==> src/rtl/pc_stride_prefetch.sv <==
module pc_stride_prefetch #(
  parameter int ENTRIES    = 16,
  parameter int ADDR_W     = 32,
  parameter int PC_W       = 32,
  parameter int CTX_W      = 2,
  parameter int BLK_BYTES  = 64,
  parameter int PAGE_BYTES = 4096,
  parameter int DEGREE     = 2,
  parameter int CONF_MAX   = 3,
  parameter bit CTX_SPLIT  = 1'b1,
  parameter bit PAGE_STOP  = 1'b1,
  parameter int SPAN_W     = 16
) (
  input  logic              clk,
  input  logic              rst_n,
  input  logic              req_valid,
  output logic              req_ready,
  input  logic [ADDR_W-1:0] req_addr,
  input  logic              req_pc_valid,
  input  logic [PC_W-1:0]   req_pc,
  input  logic [CTX_W-1:0]  req_ctx,
  output logic              pf_valid,
  input  logic              pf_ready,
  output logic [ADDR_W-1:0] pf_addr,
  output logic [SPAN_W-1:0] span_drop_cnt
);

  localparam int PG_LSB = $clog2(PAGE_BYTES);
  localparam int IDX_W  = (ENTRIES > 1) ? $clog2(ENTRIES) : 1;
  localparam int CONF_W = (CONF_MAX > 1) ? $clog2(CONF_MAX + 1) : 1;
  localparam int DW     = $clog2(DEGREE + 1);
  localparam logic [ADDR_W-1:0] BLK_MASK = ~ADDR_W'(BLK_BYTES - 1);

  logic              v_q      [ENTRIES];
  logic [PC_W-1:0]   pc_q     [ENTRIES];
  logic [CTX_W-1:0]  ctx_q    [ENTRIES];
  logic [ADDR_W-1:0] last_q   [ENTRIES];
  logic [ADDR_W-1:0] stride_q [ENTRIES];
  logic [CONF_W-1:0] conf_q   [ENTRIES];

  logic [DW-1:0]     left_q;
  logic [ADDR_W-1:0] addr_q, bstride_q, trig_q;
  logic [SPAN_W-1:0] span_q;

  logic [CTX_W-1:0]  key_ctx;
  logic [ADDR_W-1:0] blk, new_stride;
  logic              fire, hit, vfree, match;
  logic [IDX_W-1:0]  hit_idx, vic;
  logic [CONF_W-1:0] vconf, conf_nxt;
  logic [DW-1:0]     cnt, drop;

  assign req_ready     = (left_q == '0);
  assign pf_valid      = (left_q != '0);
  assign pf_addr       = addr_q;
  assign span_drop_cnt = span_q;

  assign key_ctx = CTX_SPLIT ? req_ctx : '0;
  assign blk     = req_addr & BLK_MASK;
  assign fire    = req_valid && req_ready && req_pc_valid;

  always_comb begin
    hit     = 1'b0;
    hit_idx = '0;
    for (int i = 0; i < ENTRIES; i++) begin
      if (!hit && v_q[i] && pc_q[i] == req_pc && ctx_q[i] == key_ctx) begin
        hit     = 1'b1;
        hit_idx = IDX_W'(i);
      end
    end
  end

  always_comb begin
    vic   = '0;
    vconf = conf_q[0];
    vfree = !v_q[0];
    for (int i = 1; i < ENTRIES; i++) begin
      if (!vfree) begin
        if (!v_q[i]) begin
          vfree = 1'b1;
          vic   = IDX_W'(i);
        end else if (conf_q[i] < vconf) begin
          vic   = IDX_W'(i);
          vconf = conf_q[i];
        end
      end
    end
  end

  assign new_stride = blk - last_q[hit_idx];
  assign match      = (new_stride == stride_q[hit_idx]) && (new_stride != '0);
  assign conf_nxt   = !match ? '0 :
                      (conf_q[hit_idx] == CONF_W'(CONF_MAX)) ? conf_q[hit_idx] :
                      conf_q[hit_idx] + 1'b1;

  always_comb begin
    logic [ADDR_W-1:0] cand;
    cnt  = DW'(DEGREE);
    drop = '0;
    for (int d = DEGREE; d >= 1; d--) begin
      cand = blk + ADDR_W'(d) * new_stride;
      if (PAGE_STOP && (((cand ^ blk) >> PG_LSB) != '0)) begin
        cnt  = DW'(d - 1);
        drop = DW'(DEGREE - d + 1);
      end
    end
  end

  always_ff @(posedge clk) begin
    if (!rst_n) begin
      for (int i = 0; i < ENTRIES; i++) begin
        v_q[i]      <= 1'b0;
        pc_q[i]     <= '0;
        ctx_q[i]    <= '0;
        last_q[i]   <= '0;
        stride_q[i] <= '0;
        conf_q[i]   <= '0;
      end
      left_q    <= '0;
      addr_q    <= '0;
      bstride_q <= '0;
      trig_q    <= '0;
      span_q    <= '0;
    end else begin
      if (pf_valid && pf_ready) begin
        left_q <= left_q - 1'b1;
        addr_q <= addr_q + bstride_q;
      end
      if (fire) begin
        if (hit) begin
          last_q[hit_idx]   <= blk;
          stride_q[hit_idx] <= new_stride;
          conf_q[hit_idx]   <= conf_nxt;
          if (conf_nxt != '0) begin
            span_q <= span_q + SPAN_W'(drop);
            if (cnt != '0) begin
              left_q    <= cnt;
              addr_q    <= blk + new_stride;
              bstride_q <= new_stride;
              trig_q    <= blk;
            end
          end
        end else begin
          v_q[vic]      <= 1'b1;
          pc_q[vic]     <= req_pc;
          ctx_q[vic]    <= key_ctx;
          last_q[vic]   <= blk;
          stride_q[vic] <= '0;
          conf_q[vic]   <= '0;
        end
      end
    end
  end

  for (genvar g = 0; g < ENTRIES; g++) begin : g_conf_chk
    a_r5_conf_cap: assert property (@(posedge clk) disable iff (!rst_n)
      conf_q[g] <= CONF_W'(CONF_MAX));
  end

  a_r1_no_pc_quiet: assert property (@(posedge clk) disable iff (!rst_n)
    (req_valid && req_ready && !req_pc_valid) |=> (!pf_valid && $stable(span_q)));

  a_r8_hold: assert property (@(posedge clk) disable iff (!rst_n)
    (pf_valid && !pf_ready) |=> (pf_valid && $stable(pf_addr)));

  a_r6_step: assert property (@(posedge clk) disable iff (!rst_n)
    (pf_valid && pf_ready && left_q > DW'(1)) |=> (pf_addr == $past(pf_addr) + bstride_q));

  a_r7_same_page: assert property (@(posedge clk) disable iff (!rst_n)
    (pf_valid && PAGE_STOP) |-> (((pf_addr ^ trig_q) >> PG_LSB) == '0));

  a_r9_hold_req: assert property (@(posedge clk) disable iff (!rst_n)
    (pf_valid && !pf_ready) |=> !req_ready);

endmodule

==> config.mk <==
export PLATFORM = sky130hd
export DESIGN_NAME = pc_stride_prefetch
export DESIGN_NICKNAME = d
export VERILOG_FILES = /design/src/rtl/pc_stride_prefetch.sv
export SDC_FILE = /design/constraint.sdc
export NUM_CORES = 2
export LEC_CHECK = 0
export BUFFER_PORTS_ARGS = -buffer_cell sky130_fd_sc_hd__buf_2
export CORE_MARGIN = 1
export CORE_UTILIZATION = 50
export CTS_BUF_LIST = sky130_fd_sc_hd__clkbuf_8 sky130_fd_sc_hd__clkbuf_16
export DETAILED_ROUTE_END_ITERATION = 10
export HOLD_SLACK_MARGIN = 0.08
export MAX_ROUTING_LAYER = met4
export PLACE_DENSITY_LB_ADDON = 0.3
export SLEW_MARGIN = 25
export SYNTH_ARGS = -nofsm -noshare
export SYNTH_HDL_FRONTEND = slang
export SYNTH_SLANG_ARGS = --single-unit
==> constraint.sdc <==
create_clock -name clk -period 19.32 [get_ports clk]
set_clock_uncertainty 0.15 [all_clocks]
set_input_delay 4.83 -clock clk [delete_from_list [all_inputs] [get_ports clk]]
set_output_delay 4.83 -clock clk [all_outputs]
set_load 0.02 [all_outputs]
# Yosys cells after proc, flatten, opt, wreduce, memory -nomap -nowiden
# Memory sizes are Yosys's and may differ from the RTL's.
# Cells that the tools add are included.
# word_totals
register_bits	82
ramBits	1520
input_bits	71
out_inout_bits	50
wordCells	351
memories	6
# memory_table
memory	depth	width	read_ports	rd_clocked_by_memory_dff	wr	line_no	text
pc_q	16	32	16	0	16	35	logic [PC_W-1:0] pc_q [ENTRIES];
stride_q	16	32	1	0	16	38	logic [ADDR_W-1:0] stride_q [ENTRIES];
last_q	16	26	1	0	16	37	logic [ADDR_W-1:0] last_q [ENTRIES];
conf_q	16	2	17	0	16	39	logic [CONF_W-1:0] conf_q [ENTRIES];
ctx_q	16	2	16	0	16	36	logic [CTX_W-1:0] ctx_q [ENTRIES];
v_q	16	1	16	0	16	34	logic v_q [ENTRIES];
# op_classes
n_addsub	7
magnitude_cmp	15
eq_ne	34
mux	198
bitwise	2
n_reduce_logical	85
# op_table
operator	n
== test 32 bit	17
2-to-1 mux 32 bit	8
2-to-1 mux 4 bit	62
2-to-1 mux 2 bit	57
adder 32 bit	3
nonzero test 32 bit	3
OR reduction 32 bit	3
2-to-1 mux 1 bit	68
XOR 32 bit	2
2-to-1 mux 26 bit	2
OR reduction 26 bit	2
logical AND 1 bit	51
== test 2 bit	16
subtractor 32 bit	1
less-than comparator 2 bit	15
adder 16 x 2 -> 16 bit	1
logical NOT 1 bit	16
nonzero test 2 bit	3
OR reduction 2 bit	3
AND reduction 4 bit	1
2-to-1 mux 3 bit	1
AND reduction 3 bit	1
adder 2 x 1 -> 2 bit (second input constant)	1
== test 2 bit (second input constant)	1
3 further kinds	3

# Depth between registers and ports, before layout
# An unclocked memory read counts as a cell.
# depth
depth_word	92
ltp_mapped	61
mapped_depth_nobuf	51

# Least setup slack after synthesis
# OpenSTA, ideal clock, no wires.
# synth_path
path_kind	input -> register
startpoint	in req_pc[20]
endpoint	reg span_q[15] (netlist: span_drop_cnt[15])
setup_ns	0.071
arrival_time_ns	15.872
t_required_ns	19.099
setup_slack_ns	3.227
path_stages	58
n_path_buf	11
cell_sequence	buf_2 -> buf_6 -> xor2_1 -> or4_1 -> nor4_1 -> and4_1 -> o211ai_1 -> a311oi_1 -> o21a_1 -> buf_4 -> clkbuf_1 -> buf_2 -> buf_2 -> buf_2 -> clkbuf_1 -> buf_1 -> mux2i_1 -> nand2_1 -> [... 22 more ...] -> a21o_1 -> a21o_1 -> a21oi_1 -> xnor2_1 -> xnor2_1 -> nand4_1 -> nor4_1 -> clkbuf_1 -> inv_1 -> a21oi_1 -> ha_1 -> a21oi_1 -> nor2b_1 -> and3_1 -> clkbuf_1 -> nand2_1 -> or4_1 -> a21oi_1
# synth_between
elab_chain_cells	87
elab_cells_between_ends	131
classes_between	add/sub (5); eq/ne (18); mux (35); bitwise (2); reduce/logical (68); memory (3)
# synth_rtl
item	line_no	text
start, declared	20	input logic [PC_W-1:0] req_pc,
== test 32 bit	65	if (!hit && v_q[i] && pc_q[i] == req_pc && ctx_q[i] == key_ctx) begin
logical AND 1 bit (2 in series)	65	
2-to-1 mux 1 bit	65	
logical NOT 1 bit	65	
logical AND 1 bit (3 in series)	65	
2-to-1 mux 1 bit	65	
logical NOT 1 bit	65	
logical AND 1 bit (3 in series)	65	
[... 67 more ...]	--	
subtractor 32 bit (*)	89	assign new_stride = blk - last_q[hit_idx];
net new_stride[16]	46	logic [ADDR_W-1:0] blk, new_stride;
adder 32 bit	100	cand = blk + ADDR_W'(d) * new_stride;
XOR 32 bit	101	if (PAGE_STOP && (((cand ^ blk) >> PG_LSB) != '0)) begin
nonzero test 32 bit	101	
2-to-1 mux 1 bit	101	
2-to-1 mux 2 bit	101	
adder 16 x 2 -> 16 bit	134	span_q <= span_q + SPAN_W'(drop);
end signal, assigned	134	
end, declared	43	logic [SPAN_W-1:0] span_q;
# The timed path passes the listed nets; every way through them passes the cells marked *.
# A chain may end at the register's enable or synchronous reset.

# Final worst setup path
# layout_path
startpoint	in req_ctx[0]
endpoint	reg span_q[12] (netlist: span_drop_cnt[12])
# layout_between
elab_chain_cells	86
elab_cells_between_ends	130
classes_between	add/sub (5); eq/ne (18); mux (35); bitwise (2); reduce/logical (67); memory (3)
# layout_rtl
item	line_no	text
start, declared	21	input logic [CTX_W-1:0] req_ctx,
== test 2 bit	65	
logical AND 1 bit	65	
2-to-1 mux 1 bit	65	
logical NOT 1 bit	65	
logical AND 1 bit (3 in series)	65	
2-to-1 mux 1 bit	65	
logical NOT 1 bit	65	
logical AND 1 bit (3 in series)	65	
[... 67 more ...]	--	
subtractor 32 bit (*)	89	
net new_stride[27]	46	
adder 32 bit	100	
XOR 32 bit	101	
nonzero test 32 bit	101	
2-to-1 mux 1 bit	101	
2-to-1 mux 2 bit	101	
adder 16 x 2 -> 16 bit	134	
# Marked as above.

==> run_results.csv <==
group,metric,value,unit
clock_tree,cts_buffer_depth,3,
placement,placed_cells,8627,
outcome,outcome,"complete, no violations",
final_layout,drive_gt1_share,9.173,%
critical_path,startpoint_type,"primary input",
sta,fin_hold_ws,0.3377,ns
critical_path,cp_max_fo,55,
grt,grt_util_all_layers,30.24,%
logic_synthesis,synthArstFlopShare,0,%
grt,grt_pass1_wl,346600,um
clock_tree,clk_latency,0.83,ns
power_and_ir_drop,irDropWorstVdd,95.16,uV
clock_tree,cts_buffers,163,
final_layout,mostFrequentLayoutCells,"1408 x edfxtp_1, 693 x nor2_1, 535 x and2_1, 455 x and3_1, 406 x xnor2_1",
clock_tree,ctsResizeCount,0,
power_and_ir_drop,p_leak,32.09,nW
route,drcViolationCount,0,
sta,fin_crit,16.55,ns
grt,antenna_found_initial,3,
clock_tree,hold_buffers,0,
flow_run,cap_violations,0,
logic_synthesis,synthFlopType,"edfxtp_1",
placement,place_hpwl,141800,um
critical_path,critPathCaptureType,"flop",
placement,io_buffers,108,
sta,hold_violations,0,
power_and_ir_drop,p_int,5.587,mW
final_layout,layout.nets,6953,
clock_tree,clk_pin_slew,0.06,ns
grt,grt_max_degree,132,
sta,setup_ws,2.769,ns
sta,final-setup-viol-count,0,
power_and_ir_drop,power.total,7.583,mW
floorplanning,die_x,397.9,um
floorplanning,io_pins,121,
final_layout,layout_commonest_cell,"edfxtp_1",
power_and_ir_drop,switchingPower,1.996,mW
logic_synthesis,ys_types,109,
critical_path,slowest_stage,"nor4bb_2",
floorplanning,dieHeight,397.9,um
logic_synthesis,yosys_warnings,0,
logic_synthesis,yosysSeqAreaShare,56.15,%
clock_tree,cts_sinks,1494,
critical_path,worst_path_dominant_cell_family,"simple AND/OR/NAND/NOR gates",
final_layout,instances_no_fill,8926,
placement,place_ws,2.206,ns
grt,first_global_vias,54020,
floorplanning,core-area,0.1548,mm2
sta,finalCritPeriodShare,85.67,%
clock_tree,root_buffer,"clkbuf_16",
sta,worst_pin_slew,1.085,ns
placement,placed_area,0.08049,mm2
route,first_pass_iters,6,
route,vias,56240,
logic_synthesis,syn-cell-area,0.07837,mm2
floorplanning,rows,144,
grt,gr-total-overflow,0,
route,wire_per_inst,26.48,um
power_and_ir_drop,p_sw_share,26.32,%
floorplanning,die_area,0.1583,mm2
logic_synthesis,synth_seq_cells,1494,
power_and_ir_drop,seqPwrFrac,48.8,%
final_layout,fin_util,55.36,%
final_layout,area_delta_synth_final,9.334,%
route,wirelength,236300,um
final_layout,final_area,0.08568,mm2
power_and_ir_drop,pwr-share-comb,11.3,%
critical_path,criticalPathCategory,"in2reg",
placement,gp_congestion,0.9238,
logic_synthesis,synth_edf_count,1408,
sta,maxSlewHeadroom,27.05,%
sta,rsz0062_at_grt,"false",
sta,finalMaxSlewViolations,0,
logic_synthesis,postSynthAreaPerCell,11.41,um2
critical_path,cp_num_buf_inv,3,
sta,tns,0,ns
route,drtIter0Drc,6379,
route,antenna_left,0,
critical_path,arrival,17.09,ns
final_layout,fillers,12750,
sta,fmax,0.06042,GHz
power_and_ir_drop,p_per_area,88.51,mW/mm2
power_and_ir_drop,clockPowerShare,39.8,%
clock_tree,cts_tree,"yes",
clock_tree,post_cts_buffers,0,
logic_synthesis,syn_inst,6871,
floorplanning,initial_core_util,50.64,%
critical_path,slowest_delay,0.95,ns
clock_tree,cts.htree.levels,4,
critical_path,required,19.86,ns
route,via_per_inst,6.301,
worst_hold_path,min_path_type,"reg2reg",
[Yosys cell counts (all sizes together), types with 25 or more instances]
library cell | instances | share of area (%)
xor2 | 280 | 3.1
a21o | 68 | 0.66
buf | 182 | 1.6
xnor2 | 408 | 4.6
nand2 | 350 | 1.7
dfxtp | 86 | 2.2
inv | 55 | 0.26
a21oi | 165 | 1.1
a31oi | 47 | 0.38
nor2b | 30 | 0.24
o221ai | 25 | 0.28
and3 | 455 | 3.6
nor3 | 135 | 0.87
nand3 | 77 | 0.50
or4 | 63 | 0.60
and2 | 546 | 4.4
o21ai | 108 | 0.69
ha | 130 | 2.1
nor2 | 704 | 3.4
clkbuf | 400 | 1.9
a211oi | 221 | 2.1
nor4 | 95 | 0.77
nand2b | 28 | 0.22
mux2i | 322 | 4.1
nand4 | 187 | 1.5
edfxtp | 1408 | 54
[logic make-up after synthesis]
kind of cell | share of synthesized area, %
buffers and inverters | 3.833
xor gates and xnor gates | 7.708
other | 0.004785
adders and majority gates | 2.178
AOI/OAI and AO/OA | 6.910
muxes | 4.328
DFF | 56.15
and+or+nand+nor | 18.89
[flip-flops by register name, indices dropped and copies added (netlist names)]
name	count
pc_q	512
last_q	416
stride_q	416
conf_q	32
ctx_q	32
bstride_q	26
pf_addr	26
span_drop_cnt	16
v_q	16
left_q	2
[worst min-delay path, delay by kind of cell (launching register included)]
| family | cells | cell delay (ns) |
|---|---|---|
| DFF | 1 | 0.32 |
| AOI/OAI and AO/OA | 2 | 0.12 |
[final timing paths]
| check | from | endpoint | slack (ns) | depth (start not counted) |
|---|---|---|---|---|
| setup / recovery | req_ctx[0] | span_drop_cnt[12] | 2.77 | 41 |
| setup reg to reg | pc_q[5][17] | span_drop_cnt[12] | 7.15 | 40 |
| hold reg to reg | span_drop_cnt[15] | span_drop_cnt[15] | 0.34 | 2 |
| hold / removal | span_drop_cnt[15] | span_drop_cnt[15] | 0.34 | 2 |
[layout make-up]
class / count / area, um2 / area share, %
timing repair buffer: 289 / 1939 / 2.263
clock inverter: 129 / 1049 / 1.224
antenna: 3 / 7.507 / 0.008762
clock buffer: 167 / 4134 / 4.825
inverter: 61 / 231.5 / 0.2702
sequential: 1494 / 44000 / 51.36
tap: 2044 / 2557 / 2.985
multi-input combinational: 4739 / 31760 / 37.07
[power groups by stage]
stage / Combinational, mW / Clock [mW] / Sequential [mW]
after floorplan: 0.572 / 0 / 3.77
after global placement: 0.826 / 0 / 3.76
after detailed placement: 0.839 / 0 / 3.77
after CTS: 0.844 / 3.04 / 3.70
after global routing: 0.917 / 3.17 / 3.71
final: 0.859 / 3.02 / 3.70
[metal layers]
| metal | GRT usage (%) | share of wire [%] | up-vias | routed length (um) |
|---|---|---|---|---|
| li1 | - | - | 24740 | - |
| met2 | 49.05 | 48 | 2898 | 112800 |
| met3 | 4.647 | 8.9 | 617 | 21050 |
| met4 | 12.20 | 4.3 | 0 | 10240 |
| met1 | 37.91 | 39 | 27980 | 92220 |
| met5 | - | 0 | - | 0 |
(Power assumes the default switching activity.)
